File: config.mk
export PLATFORM = sky130hd
export DESIGN_NAME = ibyte_pick_queue
export DESIGN_NICKNAME = d
export VERILOG_FILES = /design/src/rtl/ibq_pkg.sv /design/src/rtl/ibq_store.sv /design/src/rtl/ibq_slot.sv /design/src/rtl/ibq_pick.sv /design/src/rtl/ibyte_pick_queue.sv
export SDC_FILE = /design/constraint.sdc
export NUM_CORES = 2
export LEC_CHECK = 0
export BUFFER_PORTS_ARGS = -buffer_cell sky130_fd_sc_hd__buf_2
export CORE_ASPECT_RATIO = 1.2
export CORE_UTILIZATION = 35
export CTS_BUF_LIST = sky130_fd_sc_hd__clkbuf_4
export CTS_CLUSTER_DIAMETER = 120
export DETAILED_ROUTE_END_ITERATION = 8
export HOLD_SLACK_MARGIN = 0.03
export PLACE_DENSITY = 0.52
export SLEW_MARGIN = 20
export SYNTH_ARGS = -nofsm -noshare
export SYNTH_HDL_FRONTEND = slang
export SYNTH_SLANG_ARGS = --single-unit
export TNS_END_PERCENT = 1
File: constraint.sdc
create_clock -name clk -period 33.4 [get_ports clk]
set_clock_uncertainty 0.05 [all_clocks]
set_input_delay 3.34 -clock clk [delete_from_list [all_inputs] [get_ports clk]]
set_output_delay 3.34 -clock clk [all_outputs]
set_load 0.05 [all_outputs]
File: src/rtl/ibq_pkg.sv
package ibq_pkg;

  // Number of queue entries retired in one cycle.
  typedef enum logic [1:0] {
    ADV_HOLD = 2'd0,
    ADV_ONE  = 2'd1,
    ADV_TWO  = 2'd2
  } adv_e;

endpackage

File: src/rtl/ibq_store.sv
// Circular entry store: bytes, end markers and skip offset per entry.
module ibq_store
  import ibq_pkg::*;
#(
  parameter int unsigned DEPTH = 20,
  parameter int unsigned EB    = 16,
  localparam int unsigned SKW  = $clog2(EB),
  localparam int unsigned PTRW = $clog2(DEPTH),
  localparam int unsigned CNTW = $clog2(DEPTH + 1)
) (
  input  logic            clk,
  input  logic            rst,
  input  logic            flush,
  input  logic            push,
  input  logic [EB*8-1:0] wr_bytes,
  input  logic [EB-1:0]   wr_ends,
  input  logic [SKW-1:0]  wr_skip,
  input  adv_e            adv,
  output logic [CNTW-1:0] occ,
  output logic            ready,
  output logic [EB*8-1:0] h0_bytes,
  output logic [EB-1:0]   h0_ends,
  output logic [SKW-1:0]  h0_skip,
  output logic [EB*8-1:0] h1_bytes,
  output logic [EB-1:0]   h1_ends,
  output logic [SKW-1:0]  h1_skip
);

  localparam int unsigned PW1 = PTRW + 1;

  logic [EB*8-1:0] byte_mem [DEPTH];
  logic [EB-1:0]   ends_mem [DEPTH];
  logic [SKW-1:0]  skip_mem [DEPTH];

  logic [PTRW-1:0] head_q, tail_q, head_p1;
  logic [CNTW-1:0] occ_q, occ_n;

  function automatic logic [PTRW-1:0] bump(input logic [PTRW-1:0] p,
                                           input logic [1:0] n);
    logic [PW1-1:0] s;
    s = {1'b0, p} + PW1'(n);
    if (s >= PW1'(DEPTH)) s = s - PW1'(DEPTH);
    return s[PTRW-1:0];
  endfunction

  assign head_p1 = bump(head_q, 2'd1);

  // Entry memories: plain write port, two asynchronous read ports.
  always_ff @(posedge clk) begin
    if (push) begin
      byte_mem[tail_q] <= wr_bytes;
      ends_mem[tail_q] <= wr_ends;
      skip_mem[tail_q] <= wr_skip;
    end
  end

  assign h0_bytes = byte_mem[head_q];
  assign h0_ends  = ends_mem[head_q];
  assign h0_skip  = skip_mem[head_q];
  assign h1_bytes = byte_mem[head_p1];
  assign h1_ends  = ends_mem[head_p1];
  assign h1_skip  = skip_mem[head_p1];

  always_comb begin
    if (flush) occ_n = '0;
    else       occ_n = occ_q + CNTW'(push) - CNTW'(adv);
  end

  always_ff @(posedge clk) begin
    if (rst || flush) begin
      head_q <= '0;
      tail_q <= '0;
      occ_q  <= '0;
      ready  <= 1'b1;
    end else begin
      head_q <= bump(head_q, adv);
      if (push) tail_q <= bump(tail_q, 2'd1);
      occ_q  <= occ_n;
      ready  <= (occ_n <= CNTW'(DEPTH - 2));
    end
  end

  assign occ = occ_q;

endmodule

File: src/rtl/ibq_slot.sv
// One pick slot: finds the instruction starting at cur inside the window.
module ibq_slot #(
  parameter int unsigned EB         = 16,
  parameter int unsigned LONG_MAX   = 8,
  parameter bit          ALLOW_LONG = 1'b0,
  localparam int unsigned WB   = 2 * EB,
  localparam int unsigned OFFW = $clog2(WB),
  localparam int unsigned CW   = OFFW + 1,
  localparam int unsigned SKW  = $clog2(EB)
) (
  input  logic            live,
  input  logic [CW-1:0]   cur,
  input  logic [WB-1:0]   ends,
  input  logic [SKW-1:0]  skip1,
  output logic            hit,
  output logic [OFFW-1:0] off,
  output logic [CW-1:0]   len,
  output logic [CW-1:0]   nxt
);

  logic            found;
  logic [OFFW-1:0] k;
  logic [CW-1:0]   span;
  logic [CW-1:0]   after;
  logic            too_long;

  // Lowest end marker at or above the cursor.
  always_comb begin
    found = 1'b0;
    k     = '0;
    for (int i = WB - 1; i >= 0; i--) begin
      if (ends[i] && (CW'(i) >= cur)) begin
        found = 1'b1;
        k     = OFFW'(i);
      end
    end
  end

  always_comb begin
    span     = {1'b0, k} - cur + CW'(1);
    too_long = !ALLOW_LONG && (span > CW'(LONG_MAX));
    hit      = live && found && !too_long;
    after    = {1'b0, k} + CW'(1);
    if (after == CW'(EB)) after = CW'(EB) + CW'(skip1);
    off = hit ? cur[OFFW-1:0] : '0;
    len = hit ? span : '0;
    nxt = hit ? after : cur;
  end

endmodule

File: src/rtl/ibq_pick.sv
// Chains the pick slots across one window and works out the retire count.
module ibq_pick
  import ibq_pkg::*;
#(
  parameter int unsigned SLOTS    = 4,
  parameter int unsigned EB       = 16,
  parameter int unsigned LONG_MAX = 8,
  localparam int unsigned WB   = 2 * EB,
  localparam int unsigned OFFW = $clog2(WB),
  localparam int unsigned CW   = OFFW + 1,
  localparam int unsigned SKW  = $clog2(EB)
) (
  input  logic [SKW-1:0]        pos,
  input  logic                  avail0,
  input  logic                  avail1,
  input  logic [EB-1:0]         e0_ends,
  input  logic [EB-1:0]         e1_ends,
  input  logic [SKW-1:0]        skip0,
  input  logic [SKW-1:0]        skip1,
  output logic [SLOTS-1:0]      hit,
  output logic [SLOTS*OFFW-1:0] off,
  output logic [SLOTS*CW-1:0]   len,
  output adv_e                  adv,
  output logic [SKW-1:0]        pos_n
);

  logic [WB-1:0]  win_ends;
  logic [SKW-1:0] start;
  logic [SKW-1:0] skip1_g;
  logic [CW-1:0]  cur_c  [SLOTS+1];
  logic           live_c [SLOTS+1];
  logic [CW-1:0]  fin;

  assign win_ends = {(avail1 ? e1_ends : {EB{1'b0}}),
                     (avail0 ? e0_ends : {EB{1'b0}})};
  assign skip1_g  = avail1 ? skip1 : '0;
  assign start    = (avail0 && (skip0 > pos)) ? skip0 : pos;
  assign cur_c[0]  = CW'(start);
  assign live_c[0] = avail0;

  for (genvar s = 0; s < SLOTS; s++) begin : g_slot
    ibq_slot #(
      .EB        (EB),
      .LONG_MAX  (LONG_MAX),
      .ALLOW_LONG(s == 0)
    ) u_slot (
      .live (live_c[s]),
      .cur  (cur_c[s]),
      .ends (win_ends),
      .skip1(skip1_g),
      .hit  (hit[s]),
      .off  (off[s*OFFW +: OFFW]),
      .len  (len[s*CW +: CW]),
      .nxt  (cur_c[s+1])
    );
    assign live_c[s+1] = hit[s];
  end

  assign fin = cur_c[SLOTS];

  always_comb begin
    if (fin >= CW'(WB)) begin
      adv   = ADV_TWO;
      pos_n = '0;
    end else if (fin >= CW'(EB)) begin
      adv   = ADV_ONE;
      pos_n = SKW'(fin - CW'(EB));
    end else begin
      adv   = ADV_HOLD;
      pos_n = SKW'(fin);
    end
  end

endmodule

File: src/rtl/ibyte_pick_queue.sv
// Instruction byte queue with a four-slot picker over a 32-byte window.
module ibyte_pick_queue
  import ibq_pkg::*;
#(
  parameter int unsigned DEPTH    = 20,
  parameter int unsigned EB       = 16,
  parameter int unsigned SLOTS    = 4,
  parameter int unsigned LONG_MAX = 8,
  localparam int unsigned WB   = 2 * EB,
  localparam int unsigned OFFW = $clog2(WB),
  localparam int unsigned LENW = OFFW + 1,
  localparam int unsigned SKW  = $clog2(EB),
  localparam int unsigned CNTW = $clog2(DEPTH + 1)
) (
  input  logic                  clk,
  input  logic                  rst,
  input  logic                  flush,
  input  logic                  fetch_valid,
  input  logic [EB*8-1:0]       fetch_bytes,
  input  logic [EB-1:0]         fetch_ends,
  input  logic [SKW-1:0]        fetch_skip,
  output logic                  fetch_ready,
  output logic [SLOTS-1:0]      pick_valid,
  output logic [SLOTS*OFFW-1:0] pick_off,
  output logic [SLOTS*LENW-1:0] pick_len,
  output logic [1:0]            pick_adv,
  output logic [WB*8-1:0]       pick_window
);

  logic            push;
  logic [CNTW-1:0] occ;
  logic            avail0, avail1;
  logic [EB*8-1:0] h0_bytes, h1_bytes;
  logic [EB-1:0]   h0_ends, h1_ends;
  logic [SKW-1:0]  h0_skip, h1_skip;
  logic [SKW-1:0]  pos_q, pos_n;
  adv_e            adv;

  logic [SLOTS-1:0]      hit;
  logic [SLOTS*OFFW-1:0] off_c;
  logic [SLOTS*LENW-1:0] len_c;

  assign push   = fetch_valid && fetch_ready && !flush;
  assign avail0 = (occ >= CNTW'(1));
  assign avail1 = (occ >= CNTW'(2));

  ibq_store #(
    .DEPTH(DEPTH),
    .EB   (EB)
  ) u_store (
    .clk     (clk),
    .rst     (rst),
    .flush   (flush),
    .push    (push),
    .wr_bytes(fetch_bytes),
    .wr_ends (fetch_ends),
    .wr_skip (fetch_skip),
    .adv     (adv),
    .occ     (occ),
    .ready   (fetch_ready),
    .h0_bytes(h0_bytes),
    .h0_ends (h0_ends),
    .h0_skip (h0_skip),
    .h1_bytes(h1_bytes),
    .h1_ends (h1_ends),
    .h1_skip (h1_skip)
  );

  ibq_pick #(
    .SLOTS   (SLOTS),
    .EB      (EB),
    .LONG_MAX(LONG_MAX)
  ) u_pick (
    .pos    (pos_q),
    .avail0 (avail0),
    .avail1 (avail1),
    .e0_ends(h0_ends),
    .e1_ends(h1_ends),
    .skip0  (h0_skip),
    .skip1  (h1_skip),
    .hit    (hit),
    .off    (off_c),
    .len    (len_c),
    .adv    (adv),
    .pos_n  (pos_n)
  );

  // Cursor inside the head entry.
  always_ff @(posedge clk) begin
    if (rst || flush) pos_q <= '0;
    else              pos_q <= pos_n;
  end

  // Registered pick outputs.
  always_ff @(posedge clk) begin
    if (rst || flush) begin
      pick_valid  <= '0;
      pick_off    <= '0;
      pick_len    <= '0;
      pick_adv    <= '0;
      pick_window <= '0;
    end else begin
      pick_valid  <= hit;
      pick_off    <= off_c;
      pick_len    <= len_c;
      pick_adv    <= adv;
      pick_window <= {(avail1 ? h1_bytes : {(EB*8){1'b0}}),
                      (avail0 ? h0_bytes : {(EB*8){1'b0}})};
    end
  end

endmodule

==> metrics.yaml <==
cells_and_area:
  nets: 9235
  regArea_um2: 95400
  areaGrowthSynthToFinish_pct: 13.1
  drive_above_1_share: 0.404
  multiInputGateArea_um2: 53500
  finalInstanceArea_um2: 172000
  fillers: 39200
  post-route-util: 0.398
route:
  vias: 91100
  ant_nets: 0
  top_layer: "met5"
  wl_met1_um: 199000
  routed_wl_um: 500000
  via_per_inst: 5.90
  drt_iter0_markers: 8430
  met2RoutedLength_um: 246000
  wl_met3_um: 37900
  avgRoutedWirePerCell_um: 32.4
  drcViolationCount: 0
  drt_pre_antenna_iters: 7
power:
  p_seq_frac: 0.380
  switching_share: 0.364
  ir_drop_v: 0.000176
  p_sw_mw: 4.36
  powerDensity_nw_per_um2: 69.8
  p_leak_nw: 54.6
  p_int_mw: 7.62
  p_clk_frac: 0.293
  combPwrFrac: 0.327
synthesis:
  yosysUniqueCellTypes: 156
  synth_compound_area_frac: 0.0426
  syn_inst: 8072
  synth_top_family_by_area: "multiplexers"
  ys.warnings.count: 0
  synthSimpleGateAreaFrac: 0.0377
  synth_async_sr_flop_share: 0
  syn_area_um2: 152000
  synth_edf_count: 2960
  ys_ff_latch: 3285
  syn_avg_cell_area_um2: 18.8
  synthXorXnorAreaFrac: 0.00197
  synth_mux_area_frac: 0.262
  synth-adder-area-share: 0.00661
  ys_seq_area_frac: 0.629
  ys.flop_type: "edfxtp_1"
worst_setup_path:
  worstSetupEndpointType: "register"
  cp_slowest_stage_delay_ns: 0.88
  cp_common_cell: "ha_1"
  worst_path_max_delay_cell: "dfxtp_4"
  crit_fanout: 39
  cp.required_ns: 34.88
  startpoint_type: "register"
  arrival_ns: 28.24
  critPathKind: "register to register"
clock_tree:
  cts_root_buffer: "clkbuf_4"
  h-tree-depth: 6
  cts_tree: "yes"
  clock_path_buffers: 4
  numCtsBuffers: 831
  cts_resized: 0
  clock_latency_ns: 1.68
  cts_hold_buf: 0
  cts_setup_buffers: 0
  clock-sinks: 3285
  clk_pin_slew_ns: 0.07
place:
  post_dp_cell_area_um2: 161000
  gp_congestion: 0.897
  portBuffers: 457
  place_hpwl_um: 294000
  dp_slack_ns: 7.06
run_status:
  status: "complete, no violations"
hold_path:
  hold_path.class: "register to register"
global_route:
  track_usage: 0.226
  overflow: 0
  grt_start_max_net_pins: 165
  grt_first_pass_wirelength_um: 708000
  antenna_found_initial: 85
  grt_pass1_vias: 95700
floorplan:
  coreArea_um2: 431000
  die_w_um: 603
  die_height_um: 723
  row_count: 264
  pin_count: 459
  initial_core_util: 0.352
  dieArea_um2: 436000
timing:
  fmax_mhz: 37.4
  finalSetupTns_ns: 0
  fin_ws_ns: 6.64
  period_needed_ns: 26.76
  setup-violations-final: 0
  final_hold_viol_count: 0
  worst_pin_slew_ns: 1.25
  finalMaxSlewViolations: 0
  slew_headroom: 0.166
  grt_setup_unrepaired: "no"
  fin_crit_sh: 0.801
job:
  max_cap_violations: 0
[logic make-up (layout without fill, tap and decap cells)]
| group | Yosys count | in the layout |
|---|---|---|
| flops | 3285 | 3285 |
| mux | 1835 | 1835 |
| simple gates | 1250 | 1250 |
| compound gates | 929 | 929 |
| buf+inv | 663 | 2284 |
| fa+ha+maj | 77 | 77 |
| xor+xnor | 32 | 32 |
| other cells | 1 | 41 |
[path summary, 6_finish.rpt]
| path | start | depth (start not counted) | slack [ns] | end |
|---|---|---|---|---|
| hold reg to reg | u_store.ready | 2 | 0.49 | u_store.tail_q[1] |
| setup reg to reg | u_store.head_q[2] | 91 | 6.64 | u_store.head_q[3] |
| setup / recovery | u_store.head_q[2] | 91 | 6.64 | u_store.head_q[3] |
| hold / removal | u_store.ready | 2 | 0.49 | u_store.tail_q[1] |
[cell usage in the layout (no fill, tap or decap), types with 31 or more instances in the layout]
| cell | n |
|---|---|
| mux4_2 | 1702 |
| edfxtp_1 | 2960 |
| a21oi_1 | 355 |
| a31oi_1 | 36 |
| clkbuf_4 | 1221 |
| buf_4 | 179 |
| dfxtp_1 | 320 |
| and3_1 | 31 |
| o211ai_1 | 37 |
| o21ai_0 | 62 |
| a211oi_1 | 40 |
| nand3_1 | 64 |
| ha_1 | 67 |
| mux2i_1 | 89 |
| clkinv_2 | 61 |
| inv_1 | 77 |
| buf_2 | 457 |
| clkinv_1 | 182 |
| and2_1 | 32 |
| o21ai_1 | 36 |
| nand2_1 | 709 |
| diode_2 | 34 |
| nor3_1 | 39 |
| nor2_1 | 156 |
[cells in the mapped netlist (all sizes together) (19+ instances only)]
master  instances  area share
a31oi          40      0.0019
o21ai         107      0.0039
nor3           47      0.0019
dfxtp         325       0.043
edfxtp       2960        0.59
or2            19     0.00078
a311oi         20      0.0014
a21o           27      0.0013
o31ai          22      0.0013
ha             68      0.0056
nand4          25      0.0012
and2           37      0.0016
xnor2          19      0.0011
nor2          188      0.0050
clkbuf        339      0.0084
mux4         1705        0.25
a211oi         46      0.0025
nand3          69      0.0024
a21oi         364       0.012
o211ai         39      0.0020
buf           222      0.0089
and3           31      0.0013
inv           101      0.0026
nor4           22      0.0011
o22ai          31      0.0013
mux2i          89      0.0059
nand2b         21     0.00093
nand2         717       0.018
mux2           41      0.0030
[sequential cells by signal, indices dropped and copies added, names as in the netlist]
name / count
u_store.ends_mem: 320
u_store.ready: 1
pos_q: 4
u_store.occ: 5
u_store.skip_mem: 80
u_store.head_q: 5
u_store.byte_mem: 2560
u_store.tail_q: 5
pick_len: 24
pick_window: 256
pick_valid: 4
pick_adv: 2
pick_off: 19
[worst max-delay path, delay by kind of cell, from the launching register on]
family	cells	cell delay, ns
DFF	1	0.88
AOI/OAI and AO/OA	36	11.54
and+or+nand+nor	18	4.92
adders and majority gates	14	3.82
xor gates and xnor gates	7	1.45
buffers and inverters	16	3.79
[metal layers]
metal	up-vias	global-route usage
met5	-	0
met4	62	0.0782
met2	4263	0.378
met1	49100	0.291
li1	36700	-
met3	956	0.0481
[layout make-up]
cell class / count / area share
sequential: 3285 / 0.556
multi-input combinational: 4130 / 0.312
clock buffer: 1221 / 0.0534
tap: 5719 / 0.0417
timing repair buffer: 659 / 0.0238
clock inverter: 302 / 0.0103
inverter: 102 / 0.00249
antenna: 34 / 0.000496
[power groups by stage]
| stage | Sequential, mW | Clock (mW) | Combinational, mW |
|---|---|---|---|
| after detailed placement | 4.64 | 0 | 3.85 |
| after global routing | 4.55 | 3.82 | 4.20 |
| after global placement | 4.64 | 0 | 3.87 |
| after floorplan | 4.73 | 0 | 2.65 |
| final | 4.55 | 3.51 | 3.92 |
| after CTS | 4.55 | 3.63 | 3.87 |
[metrics by stage]
stage          power (mW)  std cells  hold WS (ns)
6_report             12.0      15500         0.491
5_1_grt              12.6      15400         0.525
4_1_cts              12.1      15400         0.490
3_5_place_dp         8.49      13900         0.482
3_3_place_gp         8.51      13900         0.481
2_1_floorplan        7.38       8078         0.455
No activity file was read; power rests on OpenSTA's default activity.
